[config.mk]
export PLATFORM = sky130hd
export DESIGN_NAME = i2c_burst_writer
export DESIGN_NICKNAME = d
export VERILOG_FILES = /design/src/rtl/i2c_bw_pkg.sv /design/src/rtl/i2c_bw_sync.sv /design/src/rtl/i2c_bw_byte.sv /design/src/rtl/i2c_burst_writer.sv
export SDC_FILE = /design/constraint.sdc
export NUM_CORES = 1
export LEC_CHECK = 0
export CAP_MARGIN = 10
export CORE_AREA = 3 3 79 81
export DETAILED_ROUTE_END_ITERATION = 10
export DIE_AREA = 0 0 82 84
export GPL_ROUTABILITY_DRIVEN = 1
export PLACE_DENSITY = 0.71
export SLEW_MARGIN = 20
export SYNTH_ARGS = -nofsm -noshare
export SYNTH_HDL_FRONTEND = slang
export SYNTH_SLANG_ARGS = --single-unit
[constraint.sdc]
create_clock -name clk -period 5.3 [get_ports clk]
set_input_delay 0.795 -clock clk [delete_from_list [all_inputs] [get_ports clk]]
set_output_delay 0.795 -clock clk [all_outputs]
set_load 0.1 [all_outputs]
[src/rtl/i2c_bw_pkg.sv]
// Shared types and layout constants for the I2C burst channel writer.
// Assumes byte-wide I2C transfers and a 12-bit word split 6/6 over two bytes.
package i2c_bw_pkg;
    localparam int BYTE_W  = 8;
    localparam int SEL_W   = 2;
    localparam int HI_W    = BYTE_W - SEL_W;
    localparam int LO_W    = 6;
    localparam int WORD_W  = HI_W + LO_W;
    localparam int BIT_CW  = $clog2(BYTE_W + 1);

    typedef enum logic [2:0] {
        ST_IDLE,
        ST_ADDR,
        ST_PTR,
        ST_MSB,
        ST_LSB
    } bw_state_t;
endpackage

[src/rtl/i2c_bw_sync.sv]
// Synchronises SCL and SDA into the system clock domain and detects
// SCL edges plus START and STOP conditions.
// Assumes the system clock is many times faster than SCL and STAGES >= 2.
module i2c_bw_sync #(
    parameter int STAGES = 2
) (
    input  logic clk,
    input  logic rst_n,
    input  logic scl_i,
    input  logic sda_i,
    output logic sda_s,
    output logic scl_rise,
    output logic scl_fall,
    output logic start_det,
    output logic stop_det
);
    localparam int LINES = 2;
    localparam int L_SCL = 0;
    localparam int L_SDA = 1;

    logic [LINES-1:0] raw_w;
    logic [LINES-1:0] synced_w;
    logic [LINES-1:0] prev_q;

    assign raw_w = {sda_i, scl_i};

    for (genvar g = 0; g < LINES; g++) begin : g_line
        logic [STAGES-1:0] chain_q;
        // Shift the pin value through the flop chain, idle-high after reset.
        always_ff @(posedge clk) begin
            if (!rst_n) chain_q <= '1;
            else        chain_q <= {chain_q[STAGES-2:0], raw_w[g]};
        end
        assign synced_w[g] = chain_q[STAGES-1];
    end

    // Keep the previous synchronised values for edge detection.
    always_ff @(posedge clk) begin
        if (!rst_n) prev_q <= '1;
        else        prev_q <= synced_w;
    end

    assign sda_s     = synced_w[L_SDA];
    assign scl_rise  =  synced_w[L_SCL] & ~prev_q[L_SCL];
    assign scl_fall  = ~synced_w[L_SCL] &  prev_q[L_SCL];
    assign start_det =  synced_w[L_SCL] &  prev_q[L_SCL] & prev_q[L_SDA] & ~synced_w[L_SDA];
    assign stop_det  =  synced_w[L_SCL] &  prev_q[L_SCL] & ~prev_q[L_SDA] & synced_w[L_SDA];
endmodule

[src/rtl/i2c_bw_byte.sv]
// Bit-level receiver: collects eight data bits on SCL rising edges, offers
// the byte on the eighth falling edge, and holds the acknowledge through
// the ninth clock when told to.
// Assumes the master changes SDA only while SCL is low.
module i2c_bw_byte
    import i2c_bw_pkg::*;
(
    input  logic              clk,
    input  logic              rst_n,
    input  logic              sda_s,
    input  logic              scl_rise,
    input  logic              scl_fall,
    input  logic              start_det,
    input  logic              stop_det,
    input  logic              ack_want,
    output logic              byte_done,
    output logic [BYTE_W-1:0] rx_byte,
    output logic              ack_drv,
    output logic              in_ack
);
    localparam logic [BIT_CW-1:0] FULL = BIT_CW'(BYTE_W);

    logic [BIT_CW-1:0] bit_cnt_q;
    logic [BYTE_W-1:0] shreg_q;

    assign byte_done = scl_fall & ~in_ack & (bit_cnt_q == FULL) & ~start_det & ~stop_det;
    assign rx_byte   = shreg_q;

    // Count bits, shift data in, and run the acknowledge slot.
    always_ff @(posedge clk) begin
        if (!rst_n) begin
            bit_cnt_q <= '0;
            shreg_q   <= '0;
            ack_drv   <= 1'b0;
            in_ack    <= 1'b0;
        end else if (start_det || stop_det) begin
            bit_cnt_q <= '0;
            ack_drv   <= 1'b0;
            in_ack    <= 1'b0;
        end else if (scl_rise && !in_ack && bit_cnt_q < FULL) begin
            shreg_q   <= {shreg_q[BYTE_W-2:0], sda_s};
            bit_cnt_q <= bit_cnt_q + 1'b1;
        end else if (scl_fall) begin
            if (in_ack) begin
                in_ack    <= 1'b0;
                ack_drv   <= 1'b0;
                bit_cnt_q <= '0;
            end else if (bit_cnt_q == FULL) begin
                in_ack    <= 1'b1;
                ack_drv   <= ack_want;
            end
        end
    end
endmodule

[src/rtl/i2c_burst_writer.sv]
// Top of the I2C write-only channel front end. Decodes address, pointer
// and data bytes, runs three-byte and burst addressing, and emits one
// write strobe per completed data pair.
// Assumes NUM_CH <= 255 so that 0xFF never names a channel.
module i2c_burst_writer
    import i2c_bw_pkg::*;
#(
    parameter logic [6:0] SLAVE_ADDR = 7'h2A,
    parameter int         NUM_CH     = 40,
    parameter logic [7:0] BURST_PTR  = 8'hFF,
    parameter int         SYNC_STG   = 2
) (
    input  logic                      clk,
    input  logic                      rst_n,
    input  logic                      scl_i,
    input  logic                      sda_i,
    output logic                      sda_pull_o,
    output logic                      wr_en_o,
    output logic [$clog2(NUM_CH)-1:0] wr_ch_o,
    output logic [SEL_W-1:0]          wr_sel_o,
    output logic [WORD_W-1:0]         wr_data_o
);
    localparam int               CH_W    = $clog2(NUM_CH);
    localparam logic [CH_W-1:0]  LAST_CH = CH_W'(NUM_CH - 1);

    logic              sda_s, scl_rise, scl_fall, start_det, stop_det;
    logic              byte_done, ack_want, ack_drv, in_ack;
    logic [BYTE_W-1:0] rx_byte;

    bw_state_t         state_q;
    logic              burst_q;
    logic              ptr_ok_q;
    logic [CH_W-1:0]   ch_q;
    logic [BYTE_W-1:0] msb_q;

    i2c_bw_sync #(.STAGES(SYNC_STG)) sync_i (
        .clk       (clk),
        .rst_n     (rst_n),
        .scl_i     (scl_i),
        .sda_i     (sda_i),
        .sda_s     (sda_s),
        .scl_rise  (scl_rise),
        .scl_fall  (scl_fall),
        .start_det (start_det),
        .stop_det  (stop_det)
    );

    i2c_bw_byte byte_i (
        .clk       (clk),
        .rst_n     (rst_n),
        .sda_s     (sda_s),
        .scl_rise  (scl_rise),
        .scl_fall  (scl_fall),
        .start_det (start_det),
        .stop_det  (stop_det),
        .ack_want  (ack_want),
        .byte_done (byte_done),
        .rx_byte   (rx_byte),
        .ack_drv   (ack_drv),
        .in_ack    (in_ack)
    );

    assign sda_pull_o = ack_drv;

    // Decide whether the byte just received earns an acknowledge.
    always_comb begin
        case (state_q)
            ST_ADDR:                  ack_want = (rx_byte[7:1] == SLAVE_ADDR) && !rx_byte[0];
            ST_PTR, ST_MSB, ST_LSB:   ack_want = 1'b1;
            default:                  ack_want = 1'b0;
        endcase
    end

    // Byte-level protocol: mode, channel pointer and write strobe.
    always_ff @(posedge clk) begin
        if (!rst_n) begin
            state_q   <= ST_IDLE;
            burst_q   <= 1'b0;
            ptr_ok_q  <= 1'b0;
            ch_q      <= '0;
            msb_q     <= '0;
            wr_en_o   <= 1'b0;
            wr_ch_o   <= '0;
            wr_sel_o  <= '0;
            wr_data_o <= '0;
        end else begin
            wr_en_o <= 1'b0;
            if (start_det) begin
                state_q  <= ST_ADDR;
                burst_q  <= 1'b0;
                ptr_ok_q <= 1'b0;
            end else if (stop_det) begin
                state_q  <= ST_IDLE;
                burst_q  <= 1'b0;
                ptr_ok_q <= 1'b0;
            end else if (byte_done) begin
                case (state_q)
                    ST_ADDR: state_q <= ack_want ? ST_PTR : ST_IDLE;
                    ST_PTR: begin
                        state_q <= ST_MSB;
                        if (rx_byte == BURST_PTR) begin
                            burst_q  <= 1'b1;
                            ptr_ok_q <= 1'b1;
                            ch_q     <= '0;
                        end else if (int'(rx_byte) < NUM_CH) begin
                            ptr_ok_q <= 1'b1;
                            ch_q     <= rx_byte[CH_W-1:0];
                        end else begin
                            ptr_ok_q <= 1'b0;
                        end
                    end
                    ST_MSB: begin
                        msb_q   <= rx_byte;
                        state_q <= ST_LSB;
                    end
                    ST_LSB: begin
                        if (ptr_ok_q) begin
                            wr_en_o   <= 1'b1;
                            wr_ch_o   <= ch_q;
                            wr_sel_o  <= msb_q[BYTE_W-1 -: SEL_W];
                            wr_data_o <= {msb_q[HI_W-1:0], rx_byte[BYTE_W-1 -: LO_W]};
                        end
                        if (burst_q && ch_q != LAST_CH) begin
                            ch_q    <= ch_q + 1'b1;
                            state_q <= ST_MSB;
                        end else begin
                            burst_q  <= 1'b0;
                            ptr_ok_q <= 1'b0;
                            state_q  <= ST_PTR;
                        end
                    end
                    default: state_q <= ST_IDLE;
                endcase
            end
        end
    end
endmodule

==> results.ini, run 1 <==
[critical_path]
r2r_slack_ns = 2.95
cpMaxStageDelayCell = clkdlybuf4s50_1
arrival_ns = 1.82
worstPathRequired_ns = 4.51
startpoint = wr_data_o[4]$_SDFFE_PN0P_
critPathBufInv = 1
path_cells = clkdlybuf4s50_1
end_kind = output port
path_class = register to output port
critPathMaxFanout = 2
crit-reg2reg-launch = byte_i.bit_cnt_q[0]$_SDFFE_PP0P_
rr_endpoint = msb_q[1]$_SDFFE_PN0P_
reg2reg_depth = 7
slowest_delay_ns = 1.14
cp_top_family = buffers and inverters
cp-start-kind = register

[hold_path]
min_path_type = register to register
min_from = sync_i.g_line[0].chain_q[0]$_SDFF_PN1_
min_path_cells = 1
whs_endpoint = sync_i.g_line[0].chain_q[1]$_SDFF_PN1_

[grt]
grt_pass1_vias = 2011
grt_pass1_wl_mm = 9.01
antenna_found_initial = 0
grt_start_max_net_pins = 44
grt_overflow = 0
grt.total_usage = 0.169

[finish]
drive_gt1_frac = 0.0767
fin_nets = 328
final_util = 0.543
multiInputGateArea_sq_um = 1200
antenna_cells = 0
num-fill-cells = 537
regArea_sq_um = 1200
area_growth_pct = 19.1

[yosys]
netlist_top_cells_area = dfxtp_1 48%, nand2_1 10%, a21oi_1 8.9%
syn_inst = 301
synth-seq-cells = 60
yosysTopAreaCell = dfxtp_1
synth_top_family_by_area = simple AND/OR/NAND/NOR gates
ys_async_sr_fraction = 0
synth_compound_area_frac = 0.169
netlist_area_sq_um = 2530
synth_mux_area_frac = 0.0317
avgSynthCellArea_sq_um = 8.40
synthAdderAreaFrac = 0.0148
synth_cell_type_count = 46
ys.flop_type = dfxtp_1
synth_top_area_share = 0.475
synth_nets = 308
synth-simple-area-share = 0.247
synth_xor_xnor_area_share = 0.0139
seq_area_frac_synth = 0.475
synth_edf_count = 0
yosysWarnings = 0

[detailed_routing]
drc = 0
routed_wl_mm = 5.31
via_count = 2117
avgViaCountPerCell = 5.32
wire_per_inst_um = 13.3
drtIter0Drc = 116
drt_pre_antenna_iters = 5
ant_nets = 0

[cts]
htreeDepth = 3
post_cts_buffers = 0
cts_tree = done
hold_buffers = 0
path_clk_slew_ns = 0.07
cts_buffers = 9
cts_resized = 0
clock-sinks = 60
worstSkewPairLatency_ns = 0.33
clock_path_buffers = 2
clockRootBuffer = clkbuf_8

[floorplanning]
die_w_um = 82
fp-row-count = 27
ioPinCount = 26
start_util = 0.456
core_sq_um = 5540
die_area_sq_um = 6890
die_h_um = 84

[pwr]
cellLeakagePower_nw = 0.965
power.density_nw_per_um2 = 310
vdd_drop_max_uv = 195

[timing]
tightest_slew_ns = 0.970
setup_total_negative_slack_ns = 0
timing.final.crit_share = 0.493
setup_viol = 0
slew_violations = 0
skew_ns = 0.00660
min_period_ns = 2.61
final-hold-violation-count = 0
relSlewSlack = 0.352
fmax_ghz = 0.383
rsz0062_at_grt = false

[status]
status = complete, no violations

[place]
hpwl_mm = 3.65
place_congestion = 0.838
io_buffer_count = 25

[flow_run]
cap_violations = 0

[worst max-delay path by stage]
| stage | to | cells past startpoint |
|---|---|---|
| floorplan | msb_q[5]$_SDFFE_PN0P_ | 9 |
| global placement | wr_sel_o[1]$_SDFFE_PN0P_ | 7 |
| detailed placement | wr_data_o[7]$_SDFFE_PN0P_ | 7 |
| CTS | wr_data_o[4] | 1 |
| global route | wr_data_o[6] | 1 |
| finish | wr_data_o[4] | 1 |
[stage by stage]
stage	area [sq um]	cells	total power, W	setup WS (ns)	hold slack (ns)
4_1_cts	3010	398	0.000942	2.67	0.412
5_1_grt	3010	398	0.000966	2.64	0.440
3_5_place_dp	2780	382	0.000486	2.94	0.392
6_report	3010	398	0.000932	2.69	0.408
3_3_place_gp	2780	382	0.000485	2.96	0.388
2_1_floorplan	2530	301	0.000480	3.41	0.386
[layout by cell type, fill, tap and decap left out, types with 2 or more instances in the layout]
master,count
ha_1,3
inv_1,5
buf_4,2
a21oi_1,45
nor2_1,21
clkdlybuf4s50_1,25
and3_1,2
clkinv_4,2
mux2i_1,8
dfxtp_1,60
clkbuf_8,10
nand3_1,9
a31oi_1,5
xnor2_1,4
nand2b_1,8
a211oi_1,4
o21ai_1,2
nor4b_1,2
o21ai_0,6
or3_1,2
a311oi_1,2
bufinv_16,2
nor2b_1,3
nand2_1,70
[power by group]
part	total (W)	internal [W]	switching, W
clock network	0.000456	0.000279	0.000177
registers	0.000456	0.000453	0.00000265
logic	0.0000195	0.00000710	0.0000124
total	0.000932	0.000740	0.000192
[logic make-up (layout without fill, tap and decap cells)]
family	count (synthesis)	after routing
compound gates	72	72
simple gates	130	130
fa+ha+maj	3	3
flops	60	60
buf+inv	24	49
xor+xnor	4	4
mux	8	8
[layout make-up]
cell class              instances  area share
multi-input cells             217       0.400
clock buffers                  11      0.0470
flip-flops and latches         60       0.399
repair buffers                 27      0.0881
well taps                      72      0.0299
clock inverters                 5      0.0283
inverters                       6     0.00748
[sequential cells by signal, indices dropped and copies added, names as in the netlist, 2 cells and up]
name,count
wr_ch_o,6
sync_i.g_line.chain_q,4
byte_i.bit_cnt_q,4
wr_sel_o,2
wr_data_o,12
byte_i.rx_byte,8
state_q,3
sync_i.prev_q,2
msb_q,8
ch_q,6
[routing by layer]
metal	share of wire	up-vias	global-route usage
li1	-	1072	-
met1	0.44	1005	0.203
met2	0.49	32	0.271
met3	0.047	8	0.0508
met4	0.019	0	0.0785
met5	0	-	0
[cells in the mapped netlist, types with 2 or more instances]
| master | count |
|---|---|
| o21ai_0 | 6 |
| nor2_1 | 21 |
| mux2i_1 | 8 |
| o21ai_1 | 2 |
| nand2b_1 | 8 |
| nand3_1 | 9 |
| dfxtp_1 | 60 |
| buf_2 | 3 |
| or3_1 | 2 |
| a211oi_1 | 4 |
| a311oi_1 | 2 |
| inv_1 | 5 |
| nor4b_1 | 2 |
| clkbuf_1 | 9 |
| nand2_1 | 70 |
| ha_1 | 3 |
| buf_6 | 3 |
| and3_1 | 2 |
| clkbuf_2 | 2 |
| xnor2_1 | 4 |
| a31oi_1 | 5 |
| nor2b_1 | 3 |
| a21oi_1 | 45 |
Note: power is estimated with default switching activity, not from simulation.
==> inputs of run 2 (changes only) <==
- clock period: 5.3 -> 2.5 ns (I/O delays scaled with it)
==> run 2 against run 1 <==
Effect of this change: combinational power up 110%; worst hold slack better by 0.0025 ns; cell count up 1.3%; clock-buffer cell count up 1; sequential cell count unchanged; design area about the same; highest routed layer unchanged; clock power up 120%; die area unchanged.
==> results.ini, run 2 (same netlist as run 1, synthesis figures left out) <==
[status]
status = complete, no violations  ; unchanged

[pwr]
vdd_drop_max_uv = 434  ; was 195 uV
sw_frac_of_total = 0.195  ; was 0.206
p_int_w = 0.00162  ; was 0.000740 W
p_clk_frac = 0.498  ; was 0.490
cellLeakagePower_nw = 1.05  ; was 0.965 nW
power.switching_w = 0.000392  ; was 0.000192 W
pwr-share-comb = 0.020  ; was 0.021
power.density_nw_per_um2 = 667  ; was 310 nW/um^2
p_seq_frac = 0.482  ; was 0.489

[finish]
area_growth_pct = 19.0  ; was 19.1%
largest_reg_flops = 12  ; unchanged
fin_nets = 334  ; was 328
stdcell_area_sq_um = 3010  ; about the same
antenna_cells = 0  ; unchanged
regMostFlops = wr_data_o  ; unchanged
stdcell_count = 403  ; was 398
final_util = 0.543  ; about the same
final_common_cell = nand2_1  ; unchanged
final_cell_mix = 70 x nand2_1, 60 x dfxtp_1, 45 x a21oi_1  ; unchanged
drive_gt1_frac = 0.160  ; was 0.0767
num-fill-cells = 545  ; was 537

[cts]
cts_buffers = 9  ; unchanged
path_clk_slew_ns = 0.07  ; about the same
clock-sinks = 60  ; unchanged
hold_buffers = 0  ; unchanged
worstSkewPairLatency_ns = 0.34  ; was 0.33 ns
clock_path_buffers = 2  ; unchanged
clockRootBuffer = clkbuf_8  ; unchanged
htreeDepth = 3  ; unchanged
cts_tree = done  ; unchanged
post_cts_buffers = 0  ; unchanged
cts_resized = 0  ; unchanged

[detailed_routing]
routed_wl_mm = 5.17  ; was 5.31 mm
drc = 0  ; unchanged
ant_nets = 0  ; unchanged
drt_pre_antenna_iters = 4  ; was 5
wire_per_inst_um = 12.8  ; was 13.3 um
via_count = 2094  ; was 2,117
drtIter0Drc = 107  ; was 116
avgViaCountPerCell = 5.20  ; was 5.32

[place]
hpwl_mm = 3.64  ; was 3.65 mm
dpl_cell_area_sq_um = 2770  ; was 2780 sq um
io_buffer_count = 25  ; unchanged
place_congestion = 0.876  ; was 0.838
place_inst = 388  ; was 382

[floorplanning]
die_h_um = 84  ; unchanged
die_area_sq_um = 6890  ; unchanged
die_w_um = 82  ; unchanged
fp-row-count = 27  ; unchanged
start_util = 0.456  ; unchanged
core_sq_um = 5540  ; unchanged
ioPinCount = 26  ; unchanged

[timing]
slew_violations = 0  ; unchanged
setup_viol = 0  ; unchanged
fmax_ghz = 0.467
skew_ns = 0.0107  ; was 0.00660 ns
timing.final.crit_share = 0.856
rsz0062_at_grt = false  ; unchanged
final-hold-violation-count = 0  ; unchanged
relSlewSlack = 0.524  ; was 0.352
tightest_slew_ns = 0.709  ; was 0.970 ns
min_period_ns = 2.14
setup_total_negative_slack_ns = 0  ; unchanged

[grt]
antenna_found_initial = 0  ; unchanged
grt_pass1_vias = 1978  ; was 2,011
grt.total_usage = 0.167  ; was 0.169
grt_start_max_net_pins = 42  ; was 44
grt_pass1_wl_mm = 8.86  ; was 9.01 mm
grt_overflow = 0  ; unchanged

[critical_path]
cp-start-kind = register  ; unchanged
slowest_delay_ns = 0.49  ; was 1.14 ns
path_cells = inv_1 -> ha_1 -> nand3b_4 -> or3_1 -> nor4b_4 -> buf_4 -> mux2i_1 -> nor2_1  ; was clkdlybuf4s50_1
end_kind = register  ; was output port
worstPathRequired_ns = 2.71  ; was 4.51 ns
path_class = register to register  ; was register to output port
r2r_slack_ns = 0.36  ; was 2.95 ns
arrival_ns = 2.35  ; was 1.82 ns
cpMaxStageDelayCell = or3_1  ; was clkdlybuf4s50_1
critPathMaxFanout = 9  ; was 2

[flow_run]
cap_violations = 0  ; unchanged

[hold_path]
min_path_type = register to register  ; unchanged

## run 2: cell types whose count changed in the layout (fill, tap and decap cells not counted)
cell / before / now
buf_4: 2 / 30
clkdlybuf4s50_1: 25 / 3
clkinv_4: 2 / 1
clkbuf_8: 10 / 12
clkinvlp_4: 1 / 0
clkbuf_1: 1 / 0
## run 2: path summary, 6_finish.rpt
path	from	end	cells past startpoint
worst max register to register	byte_i.bit_cnt_q[0]$_SDFFE_PP0P_	msb_q[5]$_SDFFE_PN0P_	8
worst min register to register	sync_i.g_line[0].chain_q[0]$_SDFF_PN1_	sync_i.g_line[0].chain_q[1]$_SDFF_PN1_	1
worst min-delay path	sync_i.g_line[0].chain_q[0]$_SDFF_PN1_	sync_i.g_line[0].chain_q[1]$_SDFF_PN1_	1
worst max-delay path	byte_i.bit_cnt_q[0]$_SDFFE_PP0P_	msb_q[5]$_SDFFE_PN0P_	8
## run 2: metal layers
layer | part of all wire | routed length [um] | up-vias | track usage
met2 | 0.47 | 2420 | 44 | 0.256
met3 | 0.047 | 243 | 6 | 0.0508
met1 | 0.47 | 2420 | 953 | 0.210
met5 | 0 | 0 | - | 0
met4 | 0.015 | 79 | 0 | 0.0785
li1 | - | - | 1091 | -
## run 2: cell type report
cell class	instances	area, sq um	area share
clock inverters	3	68.8	0.0229
inverters	6	22.5	0.00749
flip-flops and latches	60	1200	0.399
repair buffers	33	255	0.0849
clock buffers	12	165	0.0549
well taps	72	90.1	0.0300
multi-input cells	217	1200	0.401
## run 2: per-stage QoR
step	setup slack [ns]	power, W	hold WS, ns
6_report	0.360	0.00201	0.411
5_1_grt	0.254	0.00208	0.451
4_1_cts	0.349	0.00203	0.414
3_5_place_dp	0.415	0.00103	0.405
3_3_place_gp	0.456	0.00103	0.390
2_1_floorplan	0.605	0.00102	0.386
## run 2: power by group through the flow
stage          clock, W  sequential [W]  combinational (W)
2_1_floorplan         0        0.000987          0.0000303
3_5_place_dp          0        0.000989          0.0000413
3_3_place_gp          0        0.000988          0.0000411
4_1_cts         0.00102        0.000967          0.0000414
6_report       0.000999        0.000967          0.0000408
5_1_grt         0.00107        0.000968          0.0000455
## run 2: worst max-delay path, delay by kind of cell, from the launching register on
kind                       cells  cell delay (ns)
and+or+nand+nor                4             0.93
muxes                          1             0.26
adders and majority gates      1             0.19
buffers and inverters          2             0.31
DFF                            1             0.34
==> inputs of run 3 (changes only) <==
- MAX_ROUTING_LAYER: default -> met4
- clock period: 2.5 -> 2.56 ns (I/O delays scaled with it)
==> run 3 against run 2 <==
Effect of this change: cell count unchanged; sequential cell count is the same; first-iteration DRC count shrank 3.7%; worst setup slack gained 0.12 ns; via count is 1.0% higher; die area unchanged; largest cell class unchanged.
==> results.ini, run 3 (same netlist as run 1, synthesis figures left out) <==
[critical_path]
end_kind = register  ; unchanged
cp-start-kind = register  ; unchanged
rr_endpoint = msb_q[0]$_SDFFE_PN0P_  ; was msb_q[5]$_SDFFE_PN0P_
reg2reg_depth = 8  ; unchanged
path_class = register to register  ; unchanged
arrival_ns = 2.29  ; was 2.35 ns
crit-reg2reg-launch = byte_i.bit_cnt_q[0]$_SDFFE_PP0P_  ; unchanged
worstPathRequired_ns = 2.77  ; was 2.71 ns
r2r_slack_ns = 0.48  ; was 0.36 ns
critPathMaxFanout = 9  ; unchanged

[cts]
hold_buffers = 0  ; unchanged
cts_buffers = 9  ; unchanged
clock_path_buffers = 2  ; unchanged
cts_resized = 0  ; unchanged
post_cts_buffers = 0  ; unchanged
worstSkewPairLatency_ns = 0.34  ; about the same
cts_tree = done  ; unchanged
htreeDepth = 3  ; unchanged
clock-sinks = 60  ; unchanged
path_clk_slew_ns = 0.06  ; was 0.07 ns
clockRootBuffer = clkbuf_8  ; unchanged

[detailed_routing]
drc = 0  ; unchanged
avgViaCountPerCell = 5.25  ; was 5.20
wire_per_inst_um = 13.2  ; was 12.8 um
via_count = 2115  ; was 2,094
routed_wl_mm = 5.34  ; was 5.17 mm
drt_pre_antenna_iters = 4  ; unchanged
drtIter0Drc = 103  ; was 107
ant_nets = 0  ; unchanged

[status]
status = complete, no violations  ; unchanged

[finish]
final_cell_mix = 70 x nand2_1, 60 x dfxtp_1, 45 x a21oi_1  ; unchanged
final_common_cell = nand2_1  ; unchanged
multiInputGateArea_sq_um = 1200  ; unchanged
regArea_sq_um = 1200  ; unchanged
area_growth_pct = 16.4  ; was 19.0%
largest_reg_flops = 12  ; unchanged
fin_nets = 333  ; was 334
num-fill-cells = 557  ; was 545
drive_gt1_frac = 0.160  ; unchanged
regMostFlops = wr_data_o  ; unchanged
antenna_cells = 0  ; unchanged

[hold_path]
min_from = sync_i.g_line[0].chain_q[0]$_SDFF_PN1_  ; unchanged
min_path_cells = 1  ; unchanged
whs_endpoint = sync_i.g_line[0].chain_q[1]$_SDFF_PN1_  ; unchanged
min_path_type = register to register  ; unchanged

[timing]
rsz0062_at_grt = false  ; unchanged
slew_violations = 0  ; unchanged
min_period_ns = 2.08  ; was 2.14 ns
relSlewSlack = 0.516  ; was 0.524
tightest_slew_ns = 0.722  ; was 0.709 ns
fmax_ghz = 0.481  ; was 0.467 GHz
fin_ws_ns = 0.480  ; was 0.360 ns
timing.final.crit_share = 0.812  ; was 0.856
setup_total_negative_slack_ns = 0  ; unchanged
skew_ns = 0.00877  ; was 0.0107 ns
setup_viol = 0  ; unchanged
final-hold-violation-count = 0  ; unchanged

[floorplanning]
fp-row-count = 27  ; unchanged
die_w_um = 82  ; unchanged
start_util = 0.456  ; unchanged
die_h_um = 84  ; unchanged
die_area_sq_um = 6890  ; unchanged
ioPinCount = 26  ; unchanged
core_sq_um = 5540  ; unchanged

[pwr]
p_clk_frac = 0.433  ; was 0.498
sw_frac_of_total = 0.235  ; was 0.195
power.density_nw_per_um2 = 590  ; was 667 nW/um^2
cellLeakagePower_nw = 1.01  ; was 1.05 nW
p_seq_frac = 0.544  ; was 0.482
vdd_drop_max_uv = 391  ; was 434 uV
power.switching_w = 0.000408  ; was 0.000392 W
p_int_w = 0.00133  ; was 0.00162 W
pwr-share-comb = 0.023  ; was 0.020

[place]
place_ws_ns = 0.492  ; was 0.415 ns
io_buffer_count = 25  ; unchanged
hpwl_mm = 3.69  ; was 3.64 mm
place_congestion = 0.886  ; was 0.876

[grt]
grt_util_met2 = 0.256  ; unchanged
grt_pass1_wl_mm = 9.05  ; was 8.86 mm
grt-busiest-layer = met2  ; unchanged
grt_pass1_vias = 1991  ; was 1,978
antenna_found_initial = 0  ; unchanged
grt_start_max_net_pins = 42  ; unchanged
grt.total_usage = 0.175  ; was 0.167
grtUsageMet1 = 0.215  ; was 0.210
grt_overflow = 0  ; unchanged
globalRouteMet3Util = 0.0594  ; was 0.0508

[flow_run]
cap_violations = 0  ; unchanged

-- run 3: changes by cell type in the layout (fill, tap and decap cells not counted), sizes merged --
cell / delta
clkbuf: -2
buf: -1
clkinv: +2
inv: +1
bufinv: -2
clkinvlp: +2
-- run 3: stage by stage --
stage	total power (W)	hold slack (ns)	instances	utilization	cell area [sq um]
2_1_floorplan	0.000993	0.386	301	-	2530
3_3_place_gp	0.00101	0.390	387	0.499	2770
3_5_place_dp	0.00101	0.400	387	0.499	2770
4_1_cts	0.00175	0.417	403	0.531	2940
5_1_grt	0.00180	0.424	403	0.531	2940
6_report	0.00174	0.412	403	0.531	2940
-- run 3: power by group through the flow --
stage | registers, W | clock network [W] | logic [W]
global route | 0.000945 | 0.000809 | 0.0000448
floorplan | 0.000964 | 0 | 0.0000296
finish | 0.000945 | 0.000751 | 0.0000401
CTS | 0.000944 | 0.000766 | 0.0000405
global placement | 0.000965 | 0 | 0.0000401
detailed placement | 0.000966 | 0 | 0.0000404
-- run 3: worst max path at each step --
stage                                  to  slack [ns]  cells after the start                             start
global route        msb_q[1]$_SDFFE_PN0P_        0.33                      8  byte_i.bit_cnt_q[0]$_SDFFE_PP0P_
detailed placement  msb_q[7]$_SDFFE_PN0P_        0.49                      8  byte_i.bit_cnt_q[0]$_SDFFE_PP0P_
floorplan           msb_q[5]$_SDFFE_PN0P_        0.67                      9  byte_i.bit_cnt_q[0]$_SDFFE_PP0P_
global placement    msb_q[4]$_SDFFE_PN0P_        0.52                      8  byte_i.bit_cnt_q[0]$_SDFFE_PP0P_
CTS                 msb_q[7]$_SDFFE_PN0P_        0.47                      8  byte_i.bit_cnt_q[0]$_SDFFE_PP0P_
finish              msb_q[0]$_SDFFE_PN0P_        0.48                      8  byte_i.bit_cnt_q[0]$_SDFFE_PP0P_
-- run 3: cell type report --
class                      instances  area share
tap                               72      0.0306
timing repair buffer              32      0.0842
inverter                           6     0.00765
clock buffer                      10      0.0468
sequential                        60       0.408
multi-input combinational        217       0.409
clock inverter                     6      0.0132
-- run 3: critical path, stage by stage, from the launching register on --
cell and delay (ns):
dfxtp_1 0.34, inv_1 0.07, ha_1 0.19, nand3b_4 0.10, or3_1 0.49, nor4b_4 0.28, buf_4 0.23, mux2i_1 0.20
nor2_1 0.05
-- run 3: layer usage --
| layer | vias up | wire length (um) |
|---|---|---|
| met3 | 10 | 219 |
| met4 | 0 | 105 |
| met2 | 37 | 2490 |
| met1 | 987 | 2520 |
| met5 | - | 0 |
| li1 | 1081 | - |
